<file path="src/rtl/i2cbc_pkg.sv">
package i2cbc_pkg;
  // chain length for a given data width: data bits, ack bit, marker slot
  function automatic int unsigned chain_len(input int unsigned dw);
    return dw + 2;
  endfunction

  // counter width needed to count up to a tick limit
  function automatic int unsigned cnt_bits(input int unsigned lim);
    return (lim < 2) ? 1 : $clog2(lim + 1);
  endfunction

  // store strobe window, in ticks counted since the tag rose
  function automatic logic in_window(input int unsigned c,
                                     input int unsigned lo,
                                     input int unsigned hi);
    return (c >= lo) && (c < hi);
  endfunction
endpackage

</file>
<file path="src/rtl/i2cbc_edge.sv">
module i2cbc_edge (
  input  logic clk,
  input  logic rst_n,
  input  logic scl_i,
  output logic rise_o
);
  logic scl_q;

  always_ff @(posedge clk) begin
    if (!rst_n) scl_q <= 1'b1;
    else        scl_q <= scl_i;
  end

  assign rise_o = scl_i & ~scl_q;
endmodule

</file>
<file path="src/rtl/i2cbc_chain.sv">
module i2cbc_chain #(
  parameter int unsigned LEN = 10
) (
  input  logic           clk,
  input  logic           rst_n,
  input  logic           arm_i,
  input  logic           shift_i,
  input  logic           bit_i,
  output logic [LEN-1:0] chain_o
);
  localparam logic [LEN-1:0] ARMED = {{(LEN-1){1'b0}}, 1'b1};

  logic full;
  assign full = chain_o[LEN-1];

  always_ff @(posedge clk) begin
    if (!rst_n)                chain_o <= ARMED;
    else if (arm_i)            chain_o <= ARMED;
    else if (shift_i && !full) chain_o <= {chain_o[LEN-2:0], bit_i};
  end
endmodule

</file>
<file path="src/rtl/i2cbc_seq.sv">
module i2cbc_seq #(
  parameter int unsigned STROBE_LO = 1,
  parameter int unsigned STROBE_HI = 2,
  parameter int unsigned REARM_AT  = 3
) (
  input  logic clk,
  input  logic rst_n,
  input  logic tag_i,
  input  logic tick_i,
  input  logic start_i,
  output logic load_o,
  output logic strobe_o,
  output logic rearm_o
);
  import i2cbc_pkg::*;
  localparam int unsigned CW = cnt_bits(REARM_AT);
  localparam logic [CW-1:0] LAST = CW'(REARM_AT - 1);

  logic [CW-1:0] cnt;
  logic          tag_q;

  assign rearm_o  = tag_i && tick_i && !start_i && (cnt == LAST);
  assign load_o   = tag_i && !tag_q;
  assign strobe_o = tag_i && in_window(32'(cnt), STROBE_LO, STROBE_HI);

  always_ff @(posedge clk) begin
    if (!rst_n) begin
      cnt   <= '0;
      tag_q <= 1'b0;
    end else begin
      tag_q <= tag_i && !start_i;
      if (start_i || !tag_i || rearm_o) cnt <= '0;
      else if (tick_i)                  cnt <= cnt + 1'b1;
    end
  end
endmodule

</file>
<file path="src/rtl/i2c_byte_capture.sv">
module i2c_byte_capture #(
  parameter int unsigned DW        = 8,
  parameter int unsigned STROBE_LO = 1,
  parameter int unsigned STROBE_HI = 2,
  parameter int unsigned REARM_AT  = 3
) (
  input  logic          clk,
  input  logic          rst_n,
  input  logic          sda_i,
  input  logic          scl_i,
  input  logic          start_i,
  input  logic          tick_i,
  output logic [DW-1:0] data_o,
  output logic          ack_o,
  output logic          store_o,
  output logic          tag_o
);
  import i2cbc_pkg::*;
  localparam int unsigned LEN = chain_len(DW);
  localparam logic [LEN-1:0] ARMED = {{(LEN-1){1'b0}}, 1'b1};

  logic           scl_rise;
  logic           load;
  logic           rearm;
  logic [LEN-1:0] chain;

  i2cbc_edge u_edge (
    .clk(clk), .rst_n(rst_n), .scl_i(scl_i), .rise_o(scl_rise)
  );

  i2cbc_chain #(.LEN(LEN)) u_chain (
    .clk(clk), .rst_n(rst_n), .arm_i(start_i | rearm),
    .shift_i(scl_rise), .bit_i(sda_i), .chain_o(chain)
  );

  assign tag_o = chain[LEN-1];

  i2cbc_seq #(.STROBE_LO(STROBE_LO), .STROBE_HI(STROBE_HI),
              .REARM_AT(REARM_AT)) u_seq (
    .clk(clk), .rst_n(rst_n), .tag_i(tag_o), .tick_i(tick_i),
    .start_i(start_i), .load_o(load), .strobe_o(store_o), .rearm_o(rearm)
  );

  always_ff @(posedge clk) begin
    if (!rst_n) begin
      data_o <= '0;
      ack_o  <= 1'b0;
    end else if (load) begin
      data_o <= chain[DW:1];
      ack_o  <= chain[0];
    end
  end

  AST_START_ARMS: assert property (@(posedge clk) disable iff (!rst_n)
    start_i |=> (chain == ARMED));
  AST_EDGES_IGNORED: assert property (@(posedge clk) disable iff (!rst_n)
    (tag_o && !start_i && !rearm) |=> $stable(chain));
  AST_REARM_DROPS_TAG: assert property (@(posedge clk) disable iff (!rst_n)
    (rearm && !start_i) |=> (!tag_o && chain == ARMED));
  AST_LOAD_ON_TAG: assert property (@(posedge clk) disable iff (!rst_n)
    $rose(tag_o) |=> (data_o == $past(chain[DW:1]) && ack_o == $past(chain[0])));
  AST_STROBE_AFTER_TAG: assert property (@(posedge clk) disable iff (!rst_n)
    store_o |-> $past(tag_o));
  AST_NO_TICK_HOLDS: assert property (@(posedge clk) disable iff (!rst_n)
    (tag_o && !tick_i && !start_i) |=> $stable(store_o));
endmodule

</file>
<file path="config.mk">
export PLATFORM = sky130hd
export DESIGN_NAME = i2c_byte_capture
export DESIGN_NICKNAME = d
export VERILOG_FILES = /design/src/rtl/i2cbc_pkg.sv /design/src/rtl/i2cbc_edge.sv /design/src/rtl/i2cbc_chain.sv /design/src/rtl/i2cbc_seq.sv /design/src/rtl/i2c_byte_capture.sv
export SDC_FILE = /design/constraint.sdc
export NUM_CORES = 1
export LEC_CHECK = 0
export ABC_AREA = 0
export BUFFER_PORTS_ARGS = -buffer_cell sky130_fd_sc_hd__buf_2
export CAP_MARGIN = 0
export CORE_UTILIZATION = 40
export CTS_BUF_LIST = sky130_fd_sc_hd__clkbuf_4 sky130_fd_sc_hd__clkbuf_8
export CTS_CLUSTER_SIZE = 30
export DETAILED_ROUTE_END_ITERATION = 10
export PLACE_DENSITY = 0.63
export SYNTH_ARGS = -nofsm -noshare
export SYNTH_HDL_FRONTEND = slang
export SYNTH_HIERARCHICAL = 1
export SYNTH_SLANG_ARGS = --single-unit
</file>
<file path="constraint.sdc">
create_clock -name clk -period 2.6 [get_ports clk]
set_input_delay 0.65 -clock clk [delete_from_list [all_inputs] [get_ports clk]]
set_output_delay 0.65 -clock clk [all_outputs]
set_load 0.1 [all_outputs]
</file>
# Yosys cells after proc, flatten, opt, wreduce, memory -nomap -nowiden
# Cells that the tools add are included.
# totals
regBits,23
output_inout_bits,11
# classes
addsub,1
order_cmp,2
n_eq_ne,1
n_bitwise,4
reduce_logical,15
# op_table
op,count
$logic_and 1x1->1,8
$reduce_or 2->1,2
$logic_not 1->1,3
$add 2x1->2 const B,1
$eq 2x2->1 const B,1
$ge 2x1->1 const B,1
$logic_or 1x1->1,2
$lt 2x2->1 const B,1
$not 1->1,2
$and 1x1->1,1
$or 1x1->1,1

# Logic depth before layout (Yosys ltp)
# Gate-level depths: netlist (run 1).
# logic_depth
ltp_word,5
depth_mapped,7
ltp_nobuf,6

# Modules after synthesis
# Netlist (run 1), hierarchy kept.
# by_module_without_submodules
mod,instances,cells_each,area_each_um2
i2cbc_chain,1,45,360.3
i2c_byte_capture,1,29,344.1
i2cbc_seq,1,18,166.4
i2cbc_edge,1,3,40.0

# Least setup slack after synthesis (run 1)
# OpenSTA, ideal clock, no wires.
# synth_timing
path_kind,register -> output
start,register u_chain.chain_o[9]
end,output port store_o
t_arrival_ps,1879
required_time_ps,1950
setup_slack_ps,71
stages_incl_launch_ff,2
n_path_buf,0
cell_sequence,dfxtp_1 and2_1
# synth_via
elab_chain_cells,1
# synth_rtl
element,line,source
start: declaration,i2cbc_chain.sv:9,output logic [LEN-1:0] chain_o
start signal: assignment,i2cbc_chain.sv:19,"else if (shift_i && !full) chain_o <= {chain_o[LEN-2:0], bit_i};"
$logic_and 1x1->1,i2cbc_seq.sv:24,"assign strobe_o = tag_i && in_window(32'(cnt), STROBE_LO, STROBE_HI);"
end: declaration,i2c_byte_capture.sv:15,"output logic store_o,"
# Every way passes these cells.

# Worst setup path in the final report (run 1)
# layout_timing
start,register u_seq.cnt[0]
end,output port store_o
# layout_via
elab_chain_cells,3
# layout_rtl
element,line,source
start: declaration,i2cbc_seq.sv:19,logic [CW-1:0] cnt;
start signal: assignment,i2cbc_seq.sv:33,else if (tick_i) cnt <= cnt + 1'b1;
$ge 2x1->1 / $lt 2x2->1 (equally long branches),i2cbc_pkg.sv:16,return (c >= lo) && (c < hi);
$logic_and 1x1->1 (*),i2cbc_pkg.sv:16,
$logic_and 1x1->1 (*),i2cbc_seq.sv:24,
# Mark *: on every way between the ends. The rest lies on a longest branch, timed or not.

==> reports/results.ini, run 1 <==
[clocking]
cts.sinks = 23
numCtsBuffers = 3
clk_pin_slew_ns = 0.12
cts.repair.resized = 0
clockBufferDepth = 2
h-tree-depth = 1
clk_latency_ns = 0.30
cts-hold-fix-buffers = 0
post_cts_buffers = 0
cts_tree = yes
root_buffer = clkbuf_4

[logic_synthesis]
synth-edff-count = 0
synth.distinct_cells = 18
yosysWarnings = 6
avgSynthCellArea_um2 = 9.588
yosysMostFrequentCell = dfxtp_1
synth_commonest_cells = dfxtp_1 (23), nand2_1 (18), a21oi_1 (11), nor2b_1 (11), mux2i_1 (9)
synthTopCellsByArea = dfxtp_1 (51%), mux2i_1 (9.9%), nor2b_1 (7.6%), nand2_1 (7.4%), a21oi_1 (6.0%)
synth_cells = 95
synth-main-ff-cell = dfxtp_1
syn_nets = 103
synth-seq-cells = 23
synth_seq_area_share_pct = 50.55
synth_top_area_cell = dfxtp_1
async_flop_share_pct = 0
synth_area_um2 = 910.9
synth_top_area_share_pct = 50.55

[drt]
drtAntennaViolNets = 0
dr.pass1.iters = 4
routed_wl_um = 1437
vias = 661
drc = 0
wire_per_inst_um = 10.34
via_per_inst = 4.755
first_iter_violations = 13

[pwr]
powerDensity_nw_per_um2 = 526.7
total_power_w = 0.0005443
peakVddDrop_v = 0.0004573
p_leak_nw = 0.3992

[sta]
tightest_slew_ns = 0.5705
max_freq_mhz = 493.5
setup_tns_ns = 0
fin_crit_ns = 2.026
maxSlewViolCount = 0
finalSetupViolations = 0
hold_violations = 0
rsz0062_at_grt = false
max_slew_margin_pct = 61.89
skew_ns = 0.005056
min_period_over_period_pct = 77.93

[floorplanning]
chipWidth_um = 49.72
io_pins = 17
die_y_um = 49.72
start_util_pct = 44.61
rows = 16
core_area_um2 = 2042
dieArea_um2 = 2472

[hold_path]
hold_class = reg2reg

[worst_setup_path]
critPathSlowestCell = buf_2
reg2reg_to = u_chain/chain_o[0]
rr_startpoint = u_seq/cnt[0]
crit_arrival_ns = 1.38
cp_max_fo = 4
cpPeakStageDelay_ns = 0.41
regToRegSetupSlack_ns = 0.87
cp-start-kind = flip-flop
worstPathRequired_ns = 1.95
cp_cell_sequence = ha_1 > and2_1 > buf_2
crit_start = u_seq/cnt[0]
endpoint = store_o
end_kind = output port
r2r_cells = 6
worstSetupPathType = reg2out

[global_route]
grt_pass1_vias = 579
antenna_found_initial = 0
grt_pass1_wl_um = 2532
track_usage_pct = 13.57
grt_start_max_net_pins = 13
grt.overflow.total = 0

[placement]
port_buffers = 16
dp.final_hpwl_um = 1035
gp_congestion = 0.6890

[cells_and_area]
n_antenna_cell = 0
final_nets = 121
drive_above_1_share_pct = 20.54
area_delta_synth_final_pct = 13.46

[status]
status = finished clean

[run]
maxCapViolations = 0

==> power by group <==
group | switching [W] | leakage [nW] | total [W] | internal, W
clock | 0.0000989 | 0.0184 | 0.000169 | 0.0000703
sequential | 0.00000112 | 0.186 | 0.000355 | 0.000354
combinational | 0.0000106 | 0.195 | 0.0000202 | 0.00000961
total | 0.000111 | 0.399 | 0.000544 | 0.000434
==> worst min-delay path by stage <==
| stage | startpoint | endpoint | slack, ns | cells past startpoint |
|---|---|---|---|---|
| after floorplan | u_chain/chain_o[0] | u_chain/chain_o[1] | 0.44 | 2 |
| after global placement | u_chain/chain_o[4] | u_chain/chain_o[5] | 0.46 | 2 |
| after detailed placement | u_chain/chain_o[0] | u_chain/chain_o[1] | 0.47 | 2 |
| after CTS | u_chain/chain_o[6] | u_chain/chain_o[7] | 0.48 | 2 |
| after global routing | u_chain/chain_o[4] | u_chain/chain_o[5] | 0.50 | 2 |
| final | u_chain/chain_o[6] | u_chain/chain_o[7] | 0.48 | 2 |
==> area by class of cell <==
class	count	area, µm²
Clock buffer	4	30.03
Fill cell	193	1008
Inverter	3	11.26
Multi-Input combinational cell	65	410.4
Sequential cell	23	460.4
Tap cell	27	33.78
Timing Repair Buffer	17	87.58
==> metrics by stage <==
step / hold WS [ns] / std cells / setup WS [ns] / utilization, % / cell area [µm²]
after detailed placement: 0.4680 / 135 / 0.7478 / 49.14 / 1003
final: 0.4812 / 139 / 0.5738 / 50.61 / 1033
after global routing: 0.4964 / 139 / 0.4890 / 50.61 / 1033
after CTS: 0.4823 / 139 / 0.5553 / 50.61 / 1033
after floorplan: 0.4447 / 95 / 0.07063 / - / 910.9
after global placement: 0.4635 / 135 / 0.7819 / 49.14 / 1003
==> logic make-up (layout without fill, tap and decap cells) <==
| kind of cell | Yosys count | in the layout | share of synthesized area, % |
|---|---|---|---|
| simple gates | 43 | 43 | 26.37 |
| mux | 9 | 9 | 9.891 |
| flops | 23 | 23 | 50.55 |
| buf+inv | 7 | 24 | 4.396 |
| fa+ha+maj | 2 | 2 | 2.747 |
| compound gates | 11 | 11 | 6.044 |
==> sequential cells by signal, summed over array words and instances, names as in the netlist <==
| register | flops |
|---|---|
| data_o | 8 |
| u_seq/tag_q | 1 |
| u_seq/cnt | 2 |
| u_edge/scl_q | 1 |
| u_chain/chain_o | 10 |
| ack_o | 1 |
==> layer usage <==
metal	GRT usage [%]	vias up	part of all wire (%)
met2	21.40	13	47
met1	16.70	302	47
li1	-	344	-
met4	4.286	0	0.84
met3	5.556	2	4.4
met5	0	-	0
==> cells in the final DEF, fill, tap and decap left out <==
cell type / n
nand3b_1: 2
ha_1: 2
inv_1: 3
buf_2: 16
nor2b_1: 11
buf_4: 1
mux2i_1: 9
clkbuf_4: 4
or2_2: 1
or3b_1: 2
and2_1: 1
nand2_1: 18
dfxtp_1: 23
nand2b_1: 5
a21oi_1: 11
and4b_1: 1
nor2_1: 1
nor2b_4: 1
==> worst max-delay path, delay by kind of cell, from the launching register on <==
kind / cells / cell delay (ns)
adder cells (fa/ha/maj): 1 / 0.15
buffers and inverters: 1 / 0.41
flip-flops: 1 / 0.40
AND/OR/NAND/NOR: 1 / 0.11
Power figures use the tool's default switching activity.
==> run 2: changes to the inputs <==
ABC_AREA = 1   (was 0)
PLACE_DENSITY = 0.64   (was 0.63)
clock period = 1.65 ns   (was 2.6 ns; I/O delays follow)
==> reports/results.ini, run 2 <==
[sta]
max_slew_margin_pct = 67.76  ; was 61.89%
maxSlewViolCount = 0  ; unchanged
skew_ns = 0.006192  ; was 0.005056 ns
hold_violations = 0  ; unchanged
finalSetupViolations = 0  ; unchanged
rsz0062_at_grt = true  ; was false
tightest_slew_ns = 0.4869  ; was 0.5705 ns
fin_crit_ns = 1.592
hold_ws_ns = 0.2887  ; was 0.4812 ns
max_freq_mhz = 628.0
min_period_over_period_pct = 96.51

[cells_and_area]
drive_above_1_share_pct = 31.76  ; was 20.54%
area_delta_synth_final_pct = 13.78  ; was 13.46%
top_regs = u_chain/chain_o x10, data_o x8, u_seq/cnt x2  ; unchanged
multi_input_area_um2 = 471.7  ; was 410.4 µm²
n_antenna_cell = 0  ; unchanged
top_register = u_chain/chain_o  ; unchanged
final_nets = 179  ; was 121
final_common_cell = nand2_1  ; was dfxtp_1
finish.utilization_pct = 49.16  ; was 50.61%
fill_cells = 262  ; was 193
final_cells = 200  ; was 139
layout_common_cells = nand2_1 (32), inv_1 (27), nor2_1 (22), dfxtp_1 (20), nor2_2 (18)  ; was dfxtp_1 (23), nand2_1 (18), buf_2 (16), nor2b_1 (11), a21oi_1 (11)
seqCellArea_um2 = 466.7  ; was 460.4 µm²
largest_reg_flops = 10  ; unchanged

[logic_synthesis]
yosysWarnings = 6  ; unchanged
synth_top_area_share_pct = 42.25  ; was 50.55%
synth_area_um2 = 1090  ; was 910.9 µm²
synth-seq-cells = 23  ; unchanged
avgSynthCellArea_um2 = 7.217  ; was 9.588 µm²
synth_top_family_by_area = simple AND/OR/NAND/NOR gates  ; unchanged
synthTopCellsByArea = dfxtp_1 (42%), nand2_1 (11%), nor2_2 (10%), inv_1 (10%), nor2_1 (7.6%)  ; was dfxtp_1 (51%), mux2i_1 (9.9%), nor2b_1 (7.6%), nand2_1 (7.4%), a21oi_1 (6.0%)
synth_seq_area_share_pct = 42.25  ; was 50.55%
synth_top_area_cell = dfxtp_1  ; unchanged
synth_simple_gate_area_share_pct = 39.27  ; was 26.37%
synth_fa_ha_area_share_pct = 2.296  ; was 2.747%
synth.distinct_cells = 20  ; was 18
synthMuxAreaShare_pct = 0  ; was 9.890%
yosys.area_share.xor_xnor_pct = 0.8037  ; was 0%
synth_cells = 151  ; was 95
async_flop_share_pct = 0  ; unchanged
syn_nets = 159  ; was 103
synth_compound_area_share_pct = 0.4592  ; was 6.044%
synth-edff-count = 0  ; unchanged
synth-main-ff-cell = dfxtp_1  ; unchanged
synth_commonest_cells = nand2_1 (33), inv_1 (29), dfxtp_1 (23)  ; was dfxtp_1 (23), nand2_1 (18), a21oi_1 (11), nor2b_1 (11), mux2i_1 (9)
yosysMostFrequentCell = nand2_1  ; was dfxtp_1

[placement]
dp.final_hpwl_um = 1215  ; was 1035 µm
gp_congestion = 0.6861  ; was 0.6890
port_buffers = 16  ; unchanged
dp_cells = 195  ; was 135

[hold_path]
hold_class = in2reg  ; was reg2reg
hold_start = scl_i  ; was u_chain/chain_o[6]
hold_end = u_edge/scl_q  ; was u_chain/chain_o[7]
whs_path_depth = 3  ; was 2

[drt]
wl_met2_um = 718  ; was 680 µm
first_iter_violations = 11  ; was 13
routed_wl_um = 1718  ; was 1437 µm
via_per_inst = 4.280  ; was 4.755
wire_per_inst_um = 8.590  ; was 10.34 µm
vias = 856  ; was 661
drc = 0  ; unchanged
routed-wl-met3_um = 66  ; was 63 µm
dr.pass1.iters = 5  ; was 4
top_layer_used = met4  ; unchanged
met1_length_um = 920  ; was 681 µm
drtAntennaViolNets = 0  ; unchanged

[clocking]
numCtsBuffers = 3  ; unchanged
clk_pin_slew_ns = 0.13  ; was 0.12 ns
root_buffer = clkbuf_4  ; unchanged
cts_tree = yes  ; unchanged
clk_latency_ns = 0.30  ; about the same
cts.sinks = 23  ; unchanged
clockBufferDepth = 2  ; unchanged
h-tree-depth = 1  ; unchanged
cts-hold-fix-buffers = 0  ; unchanged

[worst_setup_path]
crit_start = u_seq/cnt[1]  ; was u_seq/cnt[0]
rr_startpoint = u_seq/cnt[1]  ; was u_seq/cnt[0]
crit_arrival_ns = 1.18  ; was 1.38 ns
cp_max_fo = 2  ; was 4
end_kind = output port  ; unchanged
worstSetupPathType = reg2out  ; unchanged
cp-start-kind = flip-flop  ; unchanged
worstPathRequired_ns = 1.24  ; was 1.95 ns
regToRegSetupSlack_ns = 0.11  ; was 0.87 ns
reg2reg_to = u_chain/chain_o[5]  ; was u_chain/chain_o[0]
r2r_cells = 8  ; was 6

[global_route]
grt_pass1_wl_um = 3008  ; was 2532 µm
grt.overflow.total = 0  ; unchanged
grt_pass1_vias = 683  ; was 579
antenna_found_initial = 0  ; unchanged
grt_start_max_net_pins = 19  ; was 13
track_usage_pct = 14.14  ; was 13.57%

[pwr]
powerDensity_nw_per_um2 = 730.8  ; was 526.7 nW/µm²
p_leak_nw = 0.5436  ; was 0.3992 nW
peakVddDrop_v = 0.0005318  ; was 0.0004573 V

[floorplanning]
die_y_um = 54.20  ; was 49.72 µm
io_pins = 17  ; unchanged
dieArea_um2 = 2937  ; was 2472 µm²
core_area_um2 = 2522  ; was 2042 µm²
rows = 18  ; was 16
start_util_pct = 43.20  ; was 44.61%
chipWidth_um = 54.20  ; was 49.72 µm

[status]
status = finished clean  ; unchanged

[run]
maxCapViolations = 0  ; unchanged

==> run 2: timing repair <==
| action | 4_1_cts | 5_1_grt |
|---|---|---|
| pin swaps | 0 | 1 |
| resized for setup | 3 | 2 |
| setup endpoints to repair | 1 | 1 |
| endpoints found under the hold margin | 0 | 0 |
| buffers inserted | 1 | 0 |
==> run 2: worst max path at each step <==
stage	end	slack, ns	depth (start not counted)
6_report	store_o	0.06	5
5_1_grt	store_o	-0.006	5
4_1_cts	store_o	0.009	5
3_5_place_dp	u_chain/chain_o[2]	0.15	8
3_3_place_gp	u_chain/chain_o[4]	0.20	8
2_1_floorplan	store_o	0.17	2
==> run 2: per-layer routing <==
| layer | track usage [%] | vias to the layer above |
|---|---|---|
| li1 | - | 477 |
| met1 | 18.47 | 361 |
| met2 | 22.36 | 16 |
| met3 | 3.390 | 2 |
| met4 | 5.128 | 0 |
| met5 | 0 | - |
==> run 2: cell type report <==
class	instances	share of cell area, %
sequential	23	37.64
inverter	30	9.384
tap	30	3.027
clock buffer	4	2.422
timing repair buffer	19	9.485
multi-input combinational	94	38.04
==> run 2: where the power goes <==
group | internal [W] | switching (W)
Clock | 0.000111 | 0.000164
Sequential | 0.000560 | 0.00000447
Combinational | 0.0000243 | 0.0000421
Total | 0.000695 | 0.000211
==> run 2: stage by stage <==
step            power, W  instance area (µm²)  setup WS, ns  setup TNS (ns)
5_1_grt        0.0009510                 1240     -0.005592       -0.005592
3_5_place_dp   0.0006435                 1195        0.1494               0
6_report       0.0009062                 1240       0.05765               0
2_1_floorplan  0.0006292                 1097        0.1737               0
4_1_cts        0.0009177                 1237      0.009411               0
3_3_place_gp   0.0006425                 1195        0.1954               0
==> run 2: kinds of logic (layout without fill, tap and decap cells) <==
logic type,count (synthesis),after routing
xor+xnor,1,1
compound gates,1,1
simple gates,90,90
flops,23,23
buf+inv,34,53
fa+ha+maj,2,2
==> run 2: worst max-delay path: stages, from the launching register on <==
cell        delay, ns
dfxtp_2          0.36
inv_2            0.03
ha_2             0.16
nand2_2          0.07
clkinvlp_4       0.09
buf_12           0.17
==> run 3: changes to the inputs <==
GPL_TIMING_DRIVEN = 0   (was not set)
==> reports/results.ini, run 3 (same netlist as run 2, synthesis figures left out) <==
[hold_path]
hold_class = in2reg  ; unchanged

[floorplanning]
chipWidth_um = 54.20  ; unchanged
dieArea_um2 = 2937  ; unchanged
core_area_um2 = 2522  ; unchanged
die_y_um = 54.20  ; unchanged
rows = 18  ; unchanged
io_pins = 17  ; unchanged
start_util_pct = 43.20  ; unchanged

[cells_and_area]
final_common_cell = nand2_1  ; unchanged
finish.utilization_pct = 50.50  ; was 49.16%
area_delta_synth_final_pct = 16.88  ; was 13.78%
fill_cells = 264  ; was 262
drive_above_1_share_pct = 31.98  ; was 31.76%
top_regs = u_chain/chain_o x10, data_o x8, u_seq/cnt x2  ; unchanged
layout_common_cells = nand2_1 (32), inv_1 (27), nor2_1 (22), dfxtp_1 (21), nor2_2 (18)  ; was nand2_1 (32), inv_1 (27), nor2_1 (22), dfxtp_1 (20), nor2_2 (18)
n_antenna_cell = 0  ; unchanged
largest_reg_flops = 10  ; unchanged
final_nets = 181  ; was 179
top_register = u_chain/chain_o  ; unchanged

[sta]
skew_ns = 0.008545  ; was 0.006192 ns
max_slew_margin_pct = 67.91  ; was 67.76%
min_period_over_period_pct = 97.46  ; was 96.51%
finalSetupViolations = 0  ; unchanged
fin_crit_ns = 1.608  ; was 1.592 ns
max_freq_mhz = 621.9  ; was 628.0 MHz
hold_violations = 0  ; unchanged
maxSlewViolCount = 0  ; unchanged
rsz0062_at_grt = true  ; unchanged
tightest_slew_ns = 0.4847  ; was 0.4869 ns

[global_route]
grt.overflow.total = 0  ; unchanged
grt.met3_usage_pct = 2.542  ; was 3.390%
track_usage_pct = 14.24  ; was 14.14%
grt_pass1_vias = 713  ; was 683
use_met2_pct = 21.34  ; was 22.36%
grt_pass1_wl_um = 2939  ; was 3008 µm
antenna_found_initial = 0  ; unchanged
top_usage_layer = met2  ; unchanged
use_met1_pct = 19.09  ; was 18.47%
grt_start_max_net_pins = 13  ; was 19

[drt]
first_iter_violations = 19  ; was 11
drtAntennaViolNets = 0  ; unchanged
dr.pass1.iters = 4  ; was 5
wire_per_inst_um = 8.906  ; was 8.590 µm
via_per_inst = 4.322  ; was 4.280
drc = 0  ; unchanged
vias = 873  ; was 856
routed_wl_um = 1799  ; was 1718 µm

[clocking]
cts_tree = yes  ; unchanged
clk_pin_slew_ns = 0.13  ; about the same
cts.sinks = 23  ; unchanged
clockBufferDepth = 2  ; unchanged
numCtsBuffers = 3  ; unchanged
root_buffer = clkbuf_4  ; unchanged
h-tree-depth = 1  ; unchanged
clk_latency_ns = 0.31  ; was 0.30 ns

[pwr]
p_leak_nw = 0.5589  ; was 0.5436 nW
powerDensity_nw_per_um2 = 717.3  ; was 730.8 nW/µm²
total_power_w = 0.0009137  ; was 0.0009062 W
peakVddDrop_v = 0.0003512  ; was 0.0005318 V

[worst_setup_path]
critPathSlowestCell = dfxtp_2  ; unchanged
cpPeakStageDelay_ns = 0.36  ; about the same
worstSetupPathType = reg2out  ; unchanged
cp-start-kind = flip-flop  ; unchanged
worstPathRequired_ns = 1.24  ; about the same
cp_cell_sequence = inv_2 > ha_2 > nand2_2 > clkinvlp_4 > buf_12  ; unchanged
crit_arrival_ns = 1.20  ; was 1.18 ns
end_kind = output port  ; unchanged
cp_max_fo = 2  ; unchanged

[placement]
dp.final_hpwl_um = 1326  ; was 1215 µm
port_buffers = 16  ; unchanged
gp_congestion = 0.7381  ; was 0.6861

[run]
maxCapViolations = 0  ; unchanged

[status]
status = finished clean  ; unchanged

## run 3: worst paths after layout
kind | slack, ns | depth (start not counted) | from | end
max | 0.04 | 5 | u_seq/cnt[1] | store_o
min | 0.29 | 3 | scl_i | u_edge/scl_q
min reg2reg | 0.49 | 2 | data_o[4] | data_o[4]
max reg2reg | 0.13 | 8 | u_seq/cnt[1] | u_chain/chain_o[1]
## run 3: power by group
| part | internal, W | leakage (nW) | total (W) | switching (W) |
|---|---|---|---|---|
| logic | 0.0000267 | 0.353 | 0.0000696 | 0.0000429 |
| clock network | 0.000111 | 0.0184 | 0.000279 | 0.000168 |
| registers | 0.000560 | 0.187 | 0.000565 | 0.00000453 |
| total | 0.000698 | 0.559 | 0.000914 | 0.000216 |
## run 3: area by class of cell
cell class,count,area [µm²],share of cell area [%]
inverters,30,116.4,9.136
flip-flops and latches,23,465.4,36.54
clock buffers,4,30.03,2.358
multi-input cells,94,471.7,37.03
repair buffers,17,102.6,8.055
well taps,30,37.54,2.947
plain buffers,4,50.05,3.929
## run 3: what timing repair did
item / 4_1_cts / 5_1_grt
setup endpoints to repair: 1 / 4
hold buffers: 0 / 0
resized for setup: 6 / 2
buffers inserted: 1 / 0
pin swaps: 0 / 2
## run 3: routing by layer
layer	wire length, µm	vias to the layer above
met5	0	-
met4	23	0
met3	65	4
met2	783	18
met1	927	373
li1	-	478
## run 3: critical path: cells and delay by family, from the launching register on
kind,cells,cell delay [ns]
buf+inv,3,0.29
simple gates,1,0.07
fa+ha+maj,1,0.16
flops,1,0.36
## run 3: through the flow
step	std cells	setup TNS (ns)	cell area [µm²]	hold WS, ns	worst slack (ns)
after detailed placement	197	0	1215	0.4719	0.1321
final	202	0	1274	0.2855	0.04199
after global placement	197	0	1215	0.4676	0.1713
after floorplan	151	0	1097	0.4672	0.1737
after global routing	202	-0.007515	1274	0.2751	-0.007515
after CTS	202	0	1271	0.2688	0.004950
